## config.mk

```make
export PLATFORM = sky130hd
export DESIGN_NAME = cal_alarm_match
export DESIGN_NICKNAME = d
export VERILOG_FILES = /design/src/rtl/alm_pkg.sv /design/src/rtl/alm_field_cmp.sv /design/src/rtl/alm_flag.sv /design/src/rtl/alm_channel.sv /design/src/rtl/cal_alarm_match.sv
export SDC_FILE = /design/constraint.sdc
export NUM_CORES = 1
export LEC_CHECK = 0
export ABC_AREA = 1
export BUFFER_PORTS_ARGS = -buffer_cell sky130_fd_sc_hd__buf_4
export CORE_UTILIZATION = 55
export CTS_BUF_LIST = sky130_fd_sc_hd__clkbuf_8 sky130_fd_sc_hd__clkbuf_16
export CTS_CLUSTER_SIZE = 14
export DETAILED_ROUTE_END_ITERATION = 12
export PLACE_DENSITY = 0.73
export SETUP_SLACK_MARGIN = 0.02
export SLEW_MARGIN = 30
export SYNTH_ARGS = -nofsm -noshare
export SYNTH_HDL_FRONTEND = slang
export SYNTH_SLANG_ARGS = --single-unit
```

## constraint.sdc

```tcl
create_clock -name clk -period 2 [get_ports clk]
set_clock_uncertainty 0.1 [all_clocks]
set_input_delay 0.2 -clock clk [delete_from_list [all_inputs] [get_ports clk]]
set_output_delay 0.2 -clock clk [all_outputs]
set_load 0.01 [all_outputs]
```

## src/rtl/alm_pkg.sv

```systemverilog
package alm_pkg;
  localparam int NUM_FIELDS = 6;
  localparam int SEL_W      = 3;
  localparam int SEL_CTRL   = 6;
  localparam int CTRL_RPT   = 6;
  localparam int CTRL_ARM   = 7;
  localparam int CTRL_W     = 8;
endpackage

```

## src/rtl/alm_field_cmp.sv

```systemverilog
module alm_field_cmp #(
  parameter int FW = 8
) (
  input  logic [FW-1:0] now_f,
  input  logic [FW-1:0] set_f,
  input  logic          en,
  output logic          hit
);
  always_comb hit = !en || (now_f == set_f);
endmodule

```

## src/rtl/alm_flag.sv

```systemverilog
module alm_flag (
  input  logic clk,
  input  logic rst_n,
  input  logic set_i,
  input  logic clr_i,
  output logic flag_o
);
  always_ff @(posedge clk or negedge rst_n) begin
    if (!rst_n)      flag_o <= 1'b0;
    else if (set_i)  flag_o <= 1'b1;
    else if (clr_i)  flag_o <= 1'b0;
  end
endmodule

```

## src/rtl/alm_channel.sv

```systemverilog
module alm_channel
  import alm_pkg::*;
#(
  parameter int FW = 8,
  localparam int VW = NUM_FIELDS * FW
) (
  input  logic             clk,
  input  logic             rst_n,
  input  logic             tick,
  input  logic [VW-1:0]    now_vec,
  input  logic             we,
  input  logic [SEL_W-1:0] sel,
  input  logic [FW-1:0]    data,
  output logic             fire,
  output logic             armed,
  output logic             rpt
);
  logic [VW-1:0]         setp_q;
  logic [NUM_FIELDS-1:0] en_q;
  logic [NUM_FIELDS-1:0] hit;
  logic                  rpt_q, arm_q;
  logic                  ctrl_wr;

  assign ctrl_wr = we && (sel == SEL_W'(SEL_CTRL));

  for (genvar f = 0; f < NUM_FIELDS; f++) begin : g_field
    always_ff @(posedge clk or negedge rst_n) begin
      if (!rst_n)
        setp_q[f*FW +: FW] <= '0;
      else if (we && sel == SEL_W'(f))
        setp_q[f*FW +: FW] <= data;
    end

    alm_field_cmp #(.FW(FW)) u_cmp (
      .now_f (now_vec[f*FW +: FW]),
      .set_f (setp_q[f*FW +: FW]),
      .en    (en_q[f]),
      .hit   (hit[f])
    );
  end

  assign fire = tick && arm_q && (|en_q) && (&hit);

  always_ff @(posedge clk or negedge rst_n) begin
    if (!rst_n) begin
      en_q  <= '0;
      rpt_q <= 1'b0;
      arm_q <= 1'b0;
    end else if (ctrl_wr) begin
      en_q  <= data[NUM_FIELDS-1:0];
      rpt_q <= data[CTRL_RPT];
      arm_q <= data[CTRL_ARM];
    end else if (fire && !rpt_q) begin
      arm_q <= 1'b0;
    end
  end

  assign armed = arm_q;
  assign rpt   = rpt_q;
endmodule

```

## src/rtl/cal_alarm_match.sv

```systemverilog
module cal_alarm_match
  import alm_pkg::*;
#(
  parameter int NUM_ALARMS = 2,
  parameter int FW         = 8
) (
  input  logic                        clk,
  input  logic                        rst_n,
  input  logic                        tick,
  input  logic [FW-1:0]               now_sec,
  input  logic [FW-1:0]               now_min,
  input  logic [FW-1:0]               now_hour,
  input  logic [FW-1:0]               now_dow,
  input  logic [FW-1:0]               now_date,
  input  logic [FW-1:0]               now_month,
  input  logic [NUM_ALARMS-1:0]       cfg_we,
  input  logic [NUM_ALARMS*SEL_W-1:0] cfg_sel,
  input  logic [NUM_ALARMS*FW-1:0]    cfg_data,
  input  logic [NUM_ALARMS-1:0]       flag_clr,
  output logic [NUM_ALARMS-1:0]       alarm_flag,
  output logic [NUM_ALARMS-1:0]       alarm_armed
);
  localparam int VW = NUM_FIELDS * FW;

  logic [VW-1:0]         now_vec;
  logic [NUM_ALARMS-1:0] fire_v;
  logic [NUM_ALARMS-1:0] rpt_v;

  assign now_vec = {now_month, now_date, now_dow, now_hour, now_min, now_sec};

  for (genvar a = 0; a < NUM_ALARMS; a++) begin : g_alarm
    alm_channel #(.FW(FW)) u_chan (
      .clk     (clk),
      .rst_n   (rst_n),
      .tick    (tick),
      .now_vec (now_vec),
      .we      (cfg_we[a]),
      .sel     (cfg_sel[a*SEL_W +: SEL_W]),
      .data    (cfg_data[a*FW +: FW]),
      .fire    (fire_v[a]),
      .armed   (alarm_armed[a]),
      .rpt     (rpt_v[a])
    );

    alm_flag u_flag (
      .clk    (clk),
      .rst_n  (rst_n),
      .set_i  (fire_v[a]),
      .clr_i  (flag_clr[a]),
      .flag_o (alarm_flag[a])
    );
  end
endmodule

```

==> summary.md <==
| Metric | Value |
|---|---|
| Met2 Use GR | 51.3% |
| RSZ-0062 raised after global routing | no |
| Slew Viols, Final | 0 |
| R2R Setup Slk | between 0.4 and 0.5 ns |
| Final setup vio count | 0 |
| Die H | 104 um |
| Ports | 81 |
| Average size of a mapped cell | slightly below 8 sq um |
| CTS Buf Count | 17 |
| Iter 0 DRT Violations | 233 |
| Port Buffers | 80 |
| WL per Instance | 15.0 um |
| First-pass GRT wire length | 23600 um |
| Bufs and invs on worst path | 0 |
| Clock latency on the worst-skew pair | 0.52 ns |
| Vias per cell | 5.02 |
| Fin crit share | 76.5% |
| Top-count cell post-synth | nand2_1 |
| Synth Flop Type | dfrtp_1 |
| Worst R2R Path Depth | 9 |
| Syn Nets | between 800 and 900 |
| Share of layout cells above drive strength 1 | 13.9% |
| Cell family with most CP delay | simple AND/OR/NAND/NOR gates |
| Max Root-Sink Buffers | 2 |
| Pre-CTS setup slack | 0.503 ns |
| Commonest cells in the netlist | nand2_1 (284), dfrtp_1 (114), o21ai_0 (110) |
| Area Growth Syn to Fin | 25.3% |
| Hold Path Class | primary input to flop |
| Placed cells | 932 |
| CTS Sinks | 114 |
| DRT antenna net count | 0 |
| FMAX | around 0.65 GHz |
| Pwr Density | approximately 1100 nW/um^2 |
| GRT Total Usage | 28.8% |
| Util after Layout | 72.3% |
| Vias in the first global route | 4901 |
| Area share of the largest cell type after synthesis | approximately 50% |
| Ranking of synthesized cells by area | dfrtp_1 (50%), nand2_1 (19%), o21ai_0 (9.6%) |
| Register area share after synthesis | 49.9% |
| CP max FO | 2 |
| Grt peak-use layer | met2 |
| Startpoint Class | flop |
| Initial antenna violation count | 0 |
| Total grt overflow | 0 |
| Layout Cells excl Fill | between 900 and 1000 |
| Cells after synthesis | 733 |
| Stages on the worst setup path | 9 |
| Tmin final | 1.53 ns |
| Critical Path AT | 1.84 ns |
| # fillers | 799 |
| CTS tree | done |
| Fin. Hold Viols | 0 |
| Pin count of the biggest net entering global routing | 42 |
| GR Layer Usage met3 | under 10% |
| Layout Nets | 904 |
| Total power | 7.65 mW |
| Post-synthesis instance area | 5720 sq um |
| # Max-Cap Violations | 0 |
| Worst setup margin | 0.470 ns |
| Clock transition at path regs | ~0.060 ns |
| Worst path cell trace | xor2_1 -> nor2_1 -> nand2_1 -> nor2_1 -> nor2_1 -> nor2_1 -> nand3_1 -> nand2_1 -> nand2_1 |
| H-tree Lvls | 4 |
| Final WL | 14600 um |
| Hold WS | between 0.006 and 0.007 ns |
| Number of enable flip-flop cells after synthesis | 0 |
| Die Area | 10800 sq um |
| Hold Path Depth | 5 |
| CP endpoint kind | flop |
| Seq cells post-synth | roughly 110 |
| Rows | 36 |
| Lkg Pwr | approximately 3.6 nW |
| Hpwl dp | 10300 um |
| Die Wd | 104 um |
| Routed vias | 4888 |
| Final GP Congestion | 0.827 |
| Slowest-stage cell, CP | dfrtp_1 |
| Routing usage on met1 | 34.7% |
| Worst-Margin Slew | around 0.6 ns |
| Yosys cell types | 15 |
| Area after DPL | 6440 sq um |
| Most used cell, CP | nor2_1 |
| Worst IR Drop VDD | roughly 0.00066 V |
| WS Path Type | flop to flop |
| Rel. slew slack | 60.2% |
| Setup TNS | 0 ns |
| Yosys warns | 0 |
| Slowest stage delay, CP | 0.39 ns |
| Yosys top cell by area | dfrtp_1 |
| Core Region | 9910 sq um |
| Clk Tree Root Cell | clkbuf_8 |
| Final instance area | 7160 sq um |
| DR pass1 iterations | 5 |
| CP required | 2.31 ns |
| Initial Util | 57.7% |
| Synth async-reset ratio | 100% |
| Remaining DRCs | 0 |
| Number of antenna diodes | 0 |
| Status | finished clean |
## routing by layer
metal  up-vias  part of all wire [%]
met5         -                     0
met4         0                   1.8
met3        26                   4.5
met2       111                    52
met1      2307                    42
li1       2444                     -
## final cells by class
cell class	instances	area [sq um]	area share (%)
clock inverters	10	154	2.15
clock buffers	22	483	6.74
repair buffers	91	731	10.2
multi-input cells	526	2490	34.7
inverters	77	289	4.03
flip-flops and latches	114	2850	39.8
well taps	133	166	2.32
## path summary, 6_finish.rpt
check / startpoint / to
max: g_alarm[0].u_chan.setp_q[44] / g_alarm[0].u_chan.armed
min: cfg_sel[1] / g_alarm[0].u_chan.armed
max reg2reg: g_alarm[0].u_chan.setp_q[44] / g_alarm[0].u_chan.armed
min reg2reg: g_alarm[1].u_chan.setp_q[12] / g_alarm[1].u_chan.setp_q[12]
max in group asynchronous: rst_n / g_alarm[0].u_chan.setp_q[34]
min in group asynchronous: rst_n / g_alarm[0].u_chan.setp_q[13]
## flip-flops by register name, summed over array words and instances (netlist names)
name                   flops
g_alarm.u_chan.rpt         2
g_alarm.u_chan.setp_q     96
g_alarm.u_chan.en_q       12
g_alarm.u_flag.flag_o      2
g_alarm.u_chan.armed       2
## worst register-to-register path: stages, from the launching register on
cell and delay, ns:
dfrtp_1 0.39, xor2_1 0.17, nor2_1 0.12, nand2_1 0.08, nor2_1 0.17, nor2_1 0.06, nor2_1 0.13, nand3_1 0.09
nand2_1 0.07, nand2_1 0.04
## layout by cell type, fill, tap and decap left out, types with 3 or more instances in the layout
cell type and count:
nand2_1 284, dfrtp_1 114, o21ai_0 110, buf_4 80
inv_1 76, xnor2_1 56, nor2_1 48, clkbuf_16 16
xor2_1 12, nand3_1 10, dlygate4sd3_1 9, clkbuf_8 6
bufinv_16 4, clkinv_2 3
## cells by family (layout without fill, tap and decap cells)
| group | Yosys count | in the layout | share of synthesized area (%) |
|---|---|---|---|
| AOI/OAI and AO/OA | 112 | 112 | 9.81 |
| DFF | 114 | 114 | 49.9 |
| buffers and inverters | 93 | 200 | 6.59 |
| xor gates and xnor gates | 68 | 68 | 10.4 |
| and+or+nand+nor | 346 | 346 | 23.3 |
## report_power, final
group	switching, mW	internal [mW]
clock	1.03	2.18
sequential	0.329	2.75
combinational	0.714	0.652
total	2.07	5.58
## timing repair
action | in CTS | in global routing
endpoints found under the setup margin | 0 | 0
endpoints found under the hold margin | 47 | 0
resized for setup | 0 | 0
buffers inserted | 0 | 0
hold buffers | 9 | 0
No activity file was read; power rests on OpenSTA's default activity.
